File: src/rtl/legacy_route_pkg.sv
// Shared types and constants for the legacy memory region routing decoder.
// Assumes byte addresses and a one-megabyte legacy space.
package legacy_route_pkg;

    localparam int NUM_CTL_REGS = 3;
    localparam int CTL_W        = 8;
    localparam int NUM_SEG16    = 8;
    localparam int SEG_FIELD_W  = 2;

    typedef enum logic [1:0] {
        ROUTE_NONE  = 2'd0,
        ROUTE_DRAM  = 2'd1,
        ROUTE_PCI   = 2'd2,
        ROUTE_INVAL = 2'd3
    } route_e;

    typedef enum logic [2:0] {
        RGN_LOW   = 3'd0,
        RGN_SMM   = 3'd1,
        RGN_SEG16 = 3'd2,
        RGN_SEG64 = 3'd3,
        RGN_OUT   = 3'd4
    } region_e;

endpackage

File: src/rtl/lrd_cfg_regs.sv
// Control register file: NUM_CTL_REGS byte registers at parameter offsets.
// Assumes one write per cycle; unmapped writes are dropped, unmapped reads give 0.
module lrd_cfg_regs
    import legacy_route_pkg::*;
#(
    parameter int OFS_W = 8,
    parameter logic [NUM_CTL_REGS*OFS_W-1:0] OFS_LIST = {8'h12, 8'h11, 8'h10}
) (
    input  logic                            clk,
    input  logic                            rst_n,
    input  logic                            wr_en,
    input  logic [OFS_W-1:0]                addr,
    input  logic [CTL_W-1:0]                wdata,
    output logic [CTL_W-1:0]                rdata,
    output logic [NUM_CTL_REGS*CTL_W-1:0]   ctl_flat
);

    logic [CTL_W-1:0] ctl_q [NUM_CTL_REGS];

    for (genvar i = 0; i < NUM_CTL_REGS; i++) begin : g_reg
        // Hold one control byte; load it when its offset is written.
        always_ff @(posedge clk) begin
            if (!rst_n)
                ctl_q[i] <= '0;
            else if (wr_en && (addr == OFS_LIST[i*OFS_W +: OFS_W]))
                ctl_q[i] <= wdata;
        end
        assign ctl_flat[i*CTL_W +: CTL_W] = ctl_q[i];
    end

    // Return the addressed register, or zero for an unmapped offset.
    always_comb begin
        rdata = '0;
        for (int j = 0; j < NUM_CTL_REGS; j++)
            if (addr == OFS_LIST[j*OFS_W +: OFS_W])
                rdata = ctl_q[j];
    end

endmodule

File: src/rtl/lrd_region_decode.sv
// Classifies a host address into a legacy region and picks the segment index.
// Assumes ADDR_W > 20; only bits 14 and up matter for classification.
module lrd_region_decode
    import legacy_route_pkg::*;
#(
    parameter int ADDR_W = 32
) (
    input  logic [ADDR_W-1:14] addr_hi,
    output region_e            region,
    output logic [2:0]         seg16_idx,
    output logic               seg64_is_f
);

    localparam int HI_W = ADDR_W - 20;

    logic       above_1m;
    logic [5:0] blk16;

    assign above_1m   = |addr_hi[ADDR_W-1:20];
    assign blk16      = addr_hi[19:14];
    assign seg16_idx  = addr_hi[16:14];
    assign seg64_is_f = addr_hi[16];

    // Map the 16 KB block number to its region.
    always_comb begin
        if (above_1m)
            region = RGN_OUT;
        else if (blk16 < 6'h28)
            region = RGN_LOW;
        else if (blk16 < 6'h30)
            region = RGN_SMM;
        else if (blk16 < 6'h38)
            region = RGN_SEG16;
        else
            region = RGN_SEG64;
    end

    if (HI_W < 1) begin : g_bad_width
        $error("ADDR_W must exceed 20");
    end

endmodule

File: src/rtl/lrd_route_select.sv
// Turns a region, the control fields and the cycle flags into a route code.
// Assumes the fields are stable for the cycle being judged.
module lrd_route_select
    import legacy_route_pkg::*;
(
    input  region_e                          region,
    input  logic [2:0]                       seg16_idx,
    input  logic                             seg64_is_f,
    input  logic [NUM_SEG16*SEG_FIELD_W-1:0] seg16_fields,
    input  logic [3:0]                       seg64_fields,
    input  logic [1:0]                       smm_mode,
    input  logic                             is_wr,
    input  logic                             is_code,
    input  logic                             in_smm,
    output route_e                           route
);

    logic [SEG_FIELD_W-1:0] seg_field [NUM_SEG16];
    logic [SEG_FIELD_W-1:0] sel16;
    logic [SEG_FIELD_W-1:0] sel64;
    route_e                 smm_route;

    for (genvar k = 0; k < NUM_SEG16; k++) begin : g_field
        assign seg_field[k] = seg16_fields[k*SEG_FIELD_W +: SEG_FIELD_W];
    end

    assign sel16 = seg_field[seg16_idx];
    assign sel64 = seg64_is_f ? seg64_fields[1:0] : seg64_fields[3:2];

    // Steer the A0000h-BFFFFh window by SMM mode, SMM state and fetch type.
    always_comb begin
        unique case (smm_mode)
            2'd0:    smm_route = in_smm ? ROUTE_DRAM : ROUTE_PCI;
            2'd1:    smm_route = ROUTE_DRAM;
            2'd2:    smm_route = in_smm ? ROUTE_INVAL
                               : (is_code ? ROUTE_DRAM : ROUTE_PCI);
            default: smm_route = in_smm ? ROUTE_DRAM : ROUTE_INVAL;
        endcase
    end

    // Choose the final route by region; shadow fields use bit 1 for reads, bit 0 for writes.
    always_comb begin
        unique case (region)
            RGN_LOW:   route = ROUTE_DRAM;
            RGN_SMM:   route = smm_route;
            RGN_SEG16: route = (is_wr ? sel16[0] : sel16[1]) ? ROUTE_DRAM : ROUTE_PCI;
            RGN_SEG64: route = (is_wr ? sel64[0] : sel64[1]) ? ROUTE_DRAM : ROUTE_PCI;
            default:   route = ROUTE_NONE;
        endcase
    end

endmodule

File: src/rtl/legacy_route_dec.sv
// Top of the legacy memory region routing decoder. Registers the route one
// clock after host_vld and exposes the BIOS shadow summary.
// Assumes a synchronous active-low reset and inputs stable around the clock edge.
module legacy_route_dec
    import legacy_route_pkg::*;
#(
    parameter int ADDR_W = 32,
    parameter int OFS_W  = 8,
    parameter logic [OFS_W-1:0] OFS_SEG_LO = 8'h10,
    parameter logic [OFS_W-1:0] OFS_SEG_HI = 8'h11,
    parameter logic [OFS_W-1:0] OFS_TOP    = 8'h12
) (
    input  logic              clk,
    input  logic              rst_n,
    input  logic              cfg_wr,
    input  logic [OFS_W-1:0]  cfg_addr,
    input  logic [7:0]        cfg_wdata,
    output logic [7:0]        cfg_rdata,
    input  logic              host_vld,
    input  logic [ADDR_W-1:0] host_addr,
    input  logic              host_wr,
    input  logic              host_code,
    input  logic              host_smm,
    output logic              rt_vld,
    output logic [1:0]        rt_code,
    output logic              bios_rd_shadow,
    output logic              bios_wr_shadow
);

    localparam logic [NUM_CTL_REGS*OFS_W-1:0] OFS_LIST = {OFS_TOP, OFS_SEG_HI, OFS_SEG_LO};

    logic [NUM_CTL_REGS*CTL_W-1:0] ctl_flat;
    logic [CTL_W-1:0]              top_ctl;
    region_e                       region;
    logic [2:0]                    seg16_idx;
    logic                          seg64_is_f;
    route_e                        route_nxt;
    logic                          vld_q;
    route_e                        route_q;

    lrd_cfg_regs #(
        .OFS_W    (OFS_W),
        .OFS_LIST (OFS_LIST)
    ) u_regs (
        .clk      (clk),
        .rst_n    (rst_n),
        .wr_en    (cfg_wr),
        .addr     (cfg_addr),
        .wdata    (cfg_wdata),
        .rdata    (cfg_rdata),
        .ctl_flat (ctl_flat)
    );

    assign top_ctl = ctl_flat[2*CTL_W +: CTL_W];

    lrd_region_decode #(
        .ADDR_W (ADDR_W)
    ) u_rgn (
        .addr_hi    (host_addr[ADDR_W-1:14]),
        .region     (region),
        .seg16_idx  (seg16_idx),
        .seg64_is_f (seg64_is_f)
    );

    lrd_route_select u_sel (
        .region       (region),
        .seg16_idx    (seg16_idx),
        .seg64_is_f   (seg64_is_f),
        .seg16_fields (ctl_flat[2*CTL_W-1:0]),
        .seg64_fields (top_ctl[7:4]),
        .smm_mode     (top_ctl[1:0]),
        .is_wr        (host_wr),
        .is_code      (host_code),
        .in_smm       (host_smm),
        .route        (route_nxt)
    );

    // Capture the route for each presented host cycle; idle cycles give NONE.
    always_ff @(posedge clk) begin
        if (!rst_n) begin
            vld_q   <= 1'b0;
            route_q <= ROUTE_NONE;
        end else begin
            vld_q   <= host_vld;
            route_q <= host_vld ? route_nxt : ROUTE_NONE;
        end
    end

    assign rt_vld         = vld_q;
    assign rt_code        = route_q;
    assign bios_rd_shadow = top_ctl[7] | top_ctl[5];
    assign bios_wr_shadow = top_ctl[6] | top_ctl[4];

endmodule

File: config.mk
export PLATFORM = sky130hd
export DESIGN_NAME = legacy_route_dec
export DESIGN_NICKNAME = d
export VERILOG_FILES = /design/src/rtl/legacy_route_pkg.sv /design/src/rtl/lrd_cfg_regs.sv /design/src/rtl/lrd_region_decode.sv /design/src/rtl/lrd_route_select.sv /design/src/rtl/legacy_route_dec.sv
export SDC_FILE = /design/constraint.sdc
export NUM_CORES = 1
export LEC_CHECK = 0
export ABC_AREA = 1
export BUFFER_PORTS_ARGS = -buffer_cell sky130_fd_sc_hd__buf_4
export CORE_MARGIN = 2
export CORE_UTILIZATION = 53
export DETAILED_ROUTE_END_ITERATION = 10
export PLACE_DENSITY = 0.86
export SETUP_SLACK_MARGIN = 0.3
export SYNTH_ARGS = -nofsm -noshare
export SYNTH_HDL_FRONTEND = slang
export SYNTH_HIERARCHICAL = 1
export SYNTH_SLANG_ARGS = --single-unit
File: constraint.sdc
create_clock -name clk -period 3.65 [get_ports clk]
set_clock_uncertainty 0.05 [all_clocks]
set_input_delay 0.1825 -clock clk [delete_from_list [all_inputs] [get_ports clk]]
set_output_delay 0.1825 -clock clk [all_outputs]
set_load 0.05 [all_outputs]
# Yosys cells after proc, flatten, opt, wreduce, memory -nomap -nowiden
# Memory sizes are Yosys's and may differ from the RTL's.
# Cells that the tools add are included.
# totals
mem_count,1
ff_bits,3
latchBits,0
rom_bits,0
in_bits,55
wordCells,62
mem_bits_rw,24
output_inout_bits,13
# op_classes
bitwise,6
n_shift,0
n_reduce_logical,7
div,0
add_sub_neg,0
eq_ne,8
multipliers,0
order_cmp,4
mux,34
# mem_list
name,depth,word_bits,read_ports,rd_ports_with_merged_regs,wr,line,rtl
u_regs.ctl_q,3,8,3,0,3,lrd_cfg_regs.sv:18,logic [CTL_W-1:0] ctl_q [NUM_CTL_REGS];
# op_table
operator,n
8-bit two-way mux,6
"8-bit by 5-bit equality test with 1-bit output, second input constant",3
"6-bit < comparator, second input constant",3
2-bit two-way mux,9
1-bit two-way mux,13
12-bit OR reduction,1
3-bit two-way mux,3
2-bit one-hot mux with 4 select lines,1
2-bit binary-select mux with 3-bit select,1
"3-bit by 2-bit equality test with 1-bit output, second input constant",2
2-bit one-hot mux with 3 select lines,1
1-bit OR,5
"4-bit >= comparator, second input constant",1
3-bit NOT with 4-bit output,1
"3-bit by 1-bit equality test with 1-bit output, second input constant",1
1-bit logical AND,3
3-bit logical NOT,1
"2-bit by 1-bit equality test with 1-bit output, second input constant",1
"2-bit equality test, second input constant",1
2-bit logical NOT,1
2-bit AND reduction,1

# Depth between registers and ports, before layout
# Gate-level depths: netlist (run 1).
# depth
ltp_word,7
ltp_mapped,13
depth_no_buf,12

# Modules after synthesis
# Netlist (run 1), hierarchy kept.
# modules_own_cells
module,cells_each,area_per_inst_um2,seq_area_each_um2,instances
lrd_cfg_regs,128,1206.2,720.7,1
lrd_route_select,78,362.8,0.0,1
lrd_region_decode,20,101.3,0.0,1
legacy_route_dec,11,95.1,60.1,1

# Least setup slack after synthesis (run 1)
# No wires, ideal clock.
# synth_path
path_kind,in2reg
start,input cfg_addr[5]
end,"memory u_regs.ctl_q[2][0], enable pin"
slack_ps,1944
setup_time_ps,384
path_stages,5
t_required_ps,3216
arrival_ps,1272
path_cell_list,inv_1 nand2_1 nor2_4 nand3_2 o21ai_0
# synth_lines
element,line,rtl
start: declaration,legacy_route_dec.sv:16,"input logic [OFS_W-1:0] cfg_addr,"
end: declaration,lrd_cfg_regs.sv:18,

==> summary.txt, run 1 <==
core area -> 3100 um2
Layout area overhead -> 23.9%
Final period util -> 0.543
vias in the first global route -> 1402
minimum clock period -> 1.98 ns
final setup fails -> 0
final worst slack -> 1.67 ns
Vias/cell -> 4.92
port bufs -> 53
combinational share of power -> 0.177
routed wire length -> 3720 um
CP Max Fanout -> 16
Starting Density -> 0.569
clk root buf -> clkbuf_4
GR Util All Layers -> 0.220
synthesized area -> 1770 um2
Syn Nets -> 292
Longest Clk Path Bufs -> 2
synth unique cells -> 22
WHS -> 0.0556 ns
RSZ-0062 raised after global routing -> no
clk sink count -> 27
vias after detailed routing -> 1628
die width -> 61.7 um
normalized max-slew margin -> 0.209
H-Tree Level Count -> 1
post-CTS setup buffer count -> 0
TritonCTS clock tree -> built
clock share of power -> 0.207
Ys Warns -> 6
leak pwr -> 1.08 nW
max cap viols -> 0
Seq/Total Area, Yosys -> 0.442
Setup TNS Final -> 0 ns
pre-CTS WS -> 1.33 ns
full die area -> 3810 um2
#FFs+latches synth -> 27
post-CTS sizing -> 0
register share of total power -> 0.616
hold_buf cts -> 0
Clock Latency Late Sink -> 0.32 ns
fin nets -> 343
Reg clk slew, reported paths -> 0.12 ns
Worst Tran Pin Value -> 1.17 ns
internal power -> 0.000440 W
DRC Markers -> 0
io pins -> 68
DP Wirelength -> 2990 um
status -> finished, final reports clean
Hold Path Stages -> 3
Sw Ratio -> 0.247
Req. time, crit path -> 3.54 ns
DRT antenna net count -> 0
synthesized area per cell -> 7.45 um2
gp weighted congestion -> 0.906
CP startpoint kind -> input port
DRT iter0 DRCs -> 116
first-pass GRT wire length -> 6070 um
Worst setup EP type -> register
row count -> 20
sw power -> 0.000145 W
Congestion Overflow GR -> 0
Die Y -> 61.7 um
Hold Vio Cnt, Final -> 0
Max IR drop VDD -> 0.214 mV
Crit Path Class -> in -> reg
Max Freq -> 0.504 GHz
WL per Instance -> 11.2 um
Max Slew Vio Count -> 0
worst min path class -> in -> reg
Reg2Reg Depth -> 9
PD cells -> 267 nW/um2
largest net degree at the start of global routing -> 17
cts bufs inserted -> 3
Synth Instances -> 237
number of diodes -> 0
1st-pass router iterations -> 4
share of cells above drive strength 1 -> 0.272
initial antenna violation count -> 0
CP arrival -> 1.88 ns
cells in the mapped netlist:
master | number | share of area
nor3_1 | 3 | 0.0085
nor2_2 | 3 | 0.011
o21ai_0 | 3 | 0.0085
buf_4 | 5 | 0.021
buf_2 | 1 | 0.0028
nand2_2 | 6 | 0.021
and2_1 | 1 | 0.0035
and2_4 | 1 | 0.0050
inv_2 | 1 | 0.0021
nor2_1 | 49 | 0.10
inv_1 | 38 | 0.081
edfxtp_1 | 24 | 0.41
nor2_4 | 2 | 0.013
nand4_1 | 2 | 0.0071
nand3_2 | 6 | 0.034
nand2_1 | 51 | 0.11
buf_6 | 2 | 0.013
inv_8 | 1 | 0.0064
or2_1 | 2 | 0.0071
dfxtp_1 | 3 | 0.034
nand3_4 | 1 | 0.0099
nand3_1 | 32 | 0.091
worst paths after layout:
path                         to               start  slack (ns)
max          u_regs/ctl_q[0][5]         cfg_addr[5]        1.67
min                      rt_vld            host_vld        0.06
max reg2reg          rt_code[1]  u_regs/ctl_q[2][6]        2.39
min reg2reg          rt_code[1]  u_regs/ctl_q[2][1]        0.81
routing by layer:
| layer | vias up | track usage | part of all wire |
|---|---|---|---|
| li1 | 841 | - | - |
| met1 | 728 | 0.313 | 0.45 |
| met2 | 57 | 0.364 | 0.48 |
| met3 | 2 | 0.0124 | 0.063 |
| met4 | 0 | 0.0729 | 0.0056 |
| met5 | - | 0 | 0 |
final cells by class:
class                   count  area, um2
clock buffers               4       26.3
multi-input cells         162        762
fillers                   286        916
repair buffers             54        405
well taps                  44       55.1
inverters                  40        158
flip-flops and latches     27        781
placed cells by master (no fill, tap or decap), drive strengths merged:
cell,netlist,layout
nor2,54,54
and2,2,2
nor3,3,3
inv,40,40
buf,8,54
nand2,57,57
or2,2,2
dfxtp,3,3
nand4,2,2
o21ai,3,3
clkbuf,0,4
edfxtp,24,24
nand3,39,39
sequential cells by signal, summed over array words and instances (netlist names):
signal	count
rt_code	2
rt_vld	1
u_regs/ctl_q	24
kinds of logic (layout without fill, tap and decap cells):
kind of cell	count (synthesis)	count (layout)	share of synthesized area
simple gates	159	159	0.423
buf+inv	48	98	0.126
flops	27	27	0.442
compound gates	3	3	0.00850
worst max-delay path, cell delays in order:
cell     delay, ns
buf_4         0.11
inv_1         0.04
nand2_1       0.08
nor2_4        0.33
nand3_2       0.19
o21ai_0       0.95
power by group through the flow:
stage,registers (W),logic [W],clock network (W)
after global routing,0.000362,0.000116,0.000138
after CTS,0.000360,0.000104,0.000122
after global placement,0.000367,0.000102,0
after floorplan,0.000365,0.0000570,0
after detailed placement,0.000367,0.000104,0
final,0.000360,0.000104,0.000121
per-stage QoR:
stage,instance area (um2),power (W),std cells,utilization
floorplan,1770,0.000422,237,-
global placement,2160,0.000468,327,0.696
detailed placement,2160,0.000471,327,0.696
CTS,2190,0.000587,331,0.705
global route,2190,0.000615,331,0.705
finish,2190,0.000585,331,0.705
Power figures use the tool's default switching activity.
==> run 2: changes to the inputs <==
--- a/config.mk
+++ b/config.mk
@@ -8,9 +8,9 @@
 export ABC_AREA = 1
 export BUFFER_PORTS_ARGS = -buffer_cell sky130_fd_sc_hd__buf_4
 export CORE_MARGIN = 2
-export CORE_UTILIZATION = 53
+export CORE_UTILIZATION = 44
 export DETAILED_ROUTE_END_ITERATION = 10
-export PLACE_DENSITY = 0.86
+export PLACE_DENSITY = 0.76
 export SETUP_SLACK_MARGIN = 0.3
 export SYNTH_ARGS = -nofsm -noshare
 export SYNTH_HDL_FRONTEND = slang
==> constraint.sdc (replaced) <==
create_clock -name clk -period 1.8 [get_ports clk]
set_clock_uncertainty 0.05 [all_clocks]
set_input_delay 0.09 -clock clk [delete_from_list [all_inputs] [get_ports clk]]
set_output_delay 0.09 -clock clk [all_outputs]
set_load 0.05 [all_outputs]
==> summary.txt, run 2 (synthesized netlist as in run 1, its figures left out) <==
status -> finished, final reports clean
Die Y -> 67.3 um (+9.1%)
post-CTS sizing -> 0 (unchanged)
PD cells -> 564 nW/um2 (+110%)
GR Util All Layers -> 0.187 (-0.0336)
Max Freq -> 0.757 GHz
vias after detailed routing -> 1642 (+0.86%)
Longest Clk Path Bufs -> 2 (unchanged)
gp weighted congestion -> 0.877 (-3.2%)
core area -> 3940 um2 (+27%)
io pins -> 68 (unchanged)
row count -> 23 (+15%)
WL per Instance -> 11.3 um (+0.79%)
Setup TNS Final -> 0 ns (unchanged)
CP max-delay cell -> buf_4
first-pass GRT wire length -> 6340 um (+4.4%)
Top cell by count, worst path -> buf_4
Reg clk slew, reported paths -> 0.08 ns (-0.04 ns)
Vias/cell -> 4.80 (-2.4%)
most frequent cells in the layout -> buf_4 (59), nand2_1 (51), nor2_1 (49)
Hold Vio Cnt, Final -> 0 (unchanged)
Max IR drop VDD -> 0.592 mV (+180%)
port bufs -> 53 (unchanged)
DRT antenna net count -> 0 (unchanged)
Clock Latency Late Sink -> 0.26 ns (-0.06 ns)
fin nets -> 348 (+1.5%)
Top reg by flops -> u_regs/ctl_q
clk sink count -> 27 (unchanged)
CP Max Fanout -> 7 (-9)
internal reg-to-reg setup slack -> 0.58 ns (-1.81 ns)
share of cells above drive strength 1 -> 0.288 (+0.0159)
max cap viols -> 0 (unchanged)
1st-pass router iterations -> 4 (unchanged)
normalized max-slew margin -> 0.758 (+0.549)
DRT iter0 DRCs -> 151 (+30%)
Starting Density -> 0.448 (-0.121)
Final period util -> 0.734
CP startpoint kind -> input port
die width -> 67.3 um (+9.1%)
TritonCTS clock tree -> built
hold_buf cts -> 0 (unchanged)
minimum clock period -> 1.32 ns
worst min path class -> in -> reg
max reg flops -> 24 (unchanged)
commonest non-fill, non-tap cell in the layout -> buf_4
full die area -> 4540 um2 (+19%)
Crit Path Class -> in -> out
Layout area overhead -> 27.6%
post-CTS setup buffer count -> 0 (unchanged)
Max Slew Vio Count -> 0 (unchanged)
vias in the first global route -> 1462 (+4.3%)
Req. time, crit path -> 1.66 ns (-1.88 ns)
RSZ-0062 raised after global routing -> no
WHS -> 0.00260 ns (-0.0530 ns)
Congestion Overflow GR -> 0 (unchanged)
final setup fails -> 0 (unchanged)
H-Tree Level Count -> 1 (unchanged)
DRC Markers -> 0 (unchanged)
clk root buf -> clkbuf_8
leak pwr -> 1.12 nW (+3.3%)
routed wire length -> 3870 um (+4.1%)
Worst setup EP type -> primary output
CP max stage delay -> 0.20 ns (-0.75 ns)
initial antenna violation count -> 0 (unchanged)
cts bufs inserted -> 3 (unchanged)
largest net degree at the start of global routing -> 16 (-1)
DP Wirelength -> 3190 um (+6.8%)
number of diodes -> 0 (unchanged)
CP arrival -> 1.18 ns (-0.70 ns)
Critical Path, Cell by Cell -> buf_4 -> inv_1 -> nand2_2 -> nor2_2 -> nand3_2 -> buf_4 -> nand2_1 -> nor2_1 -> nor2_1 -> buf_4
Worst Tran Pin Value -> 0.363 ns (-0.812 ns)
[run 2: cell types whose count changed in the layout (fill, tap and decap cells not counted), moves of 2 or more]
cell,before,now
o21ai_1,0,2
o21ai_0,3,1
clkbuf_4,3,0
clkbuf_8,0,3
buf_4,54,59
[run 2: cell type report]
type | count | area [um2]
Clock inverter | 1 | 5.00
Multi-Input combinational cell | 162 | 762
Tap cell | 50 | 62.6
Clock buffer | 3 | 41.3
Sequential cell | 27 | 781
Inverter | 40 | 158
Fill cell | 375 | 1690
Timing Repair Buffer | 59 | 443
[run 2: worst max-delay path, delay by kind of cell]
kind / cells / cell delay, ns
and+or+nand+nor: 6 / 0.55
buffers and inverters: 4 / 0.54
[run 2: metal layers]
metal / vias up / part of all wire / track usage
li1: 852 / - / -
met3: 2 / 0.075 / 0.0183
met4: 0 / 0.0065 / 0.0612
met1: 740 / 0.43 / 0.250
met2: 48 / 0.49 / 0.317
met5: - / 0 / 0
[run 2: worst paths after layout]
| check | endpoint | depth (start not counted) | startpoint |
|---|---|---|---|
| hold reg to reg | rt_code[1] | 7 | u_regs/ctl_q[2][1] |
| setup / recovery | cfg_rdata[3] | 10 | cfg_addr[2] |
| setup reg to reg | rt_code[1] | 9 | u_regs/ctl_q[2][6] |
| hold / removal | rt_vld | 3 | host_vld |
[run 2: through the flow]
step           instance area (um2)  utilization  total power, W  worst slack, ns  instances
2_1_floorplan                 1770            -        0.000855            0.362        237
3_3_place_gp                  2210        0.560        0.000956            0.362        338
3_5_place_dp                  2210        0.560        0.000960            0.330        338
4_1_cts                       2250        0.571         0.00128            0.460        342
5_1_grt                       2250        0.571         0.00133            0.373        342
6_report                      2250        0.571         0.00127            0.479        342
[run 2: report_power, final]
group	total, W	switching (W)	internal, W
Combinational	0.000214	0.000114	0.0000994
Clock	0.000325	0.000171	0.000155
Sequential	0.000730	0.0000208	0.000709
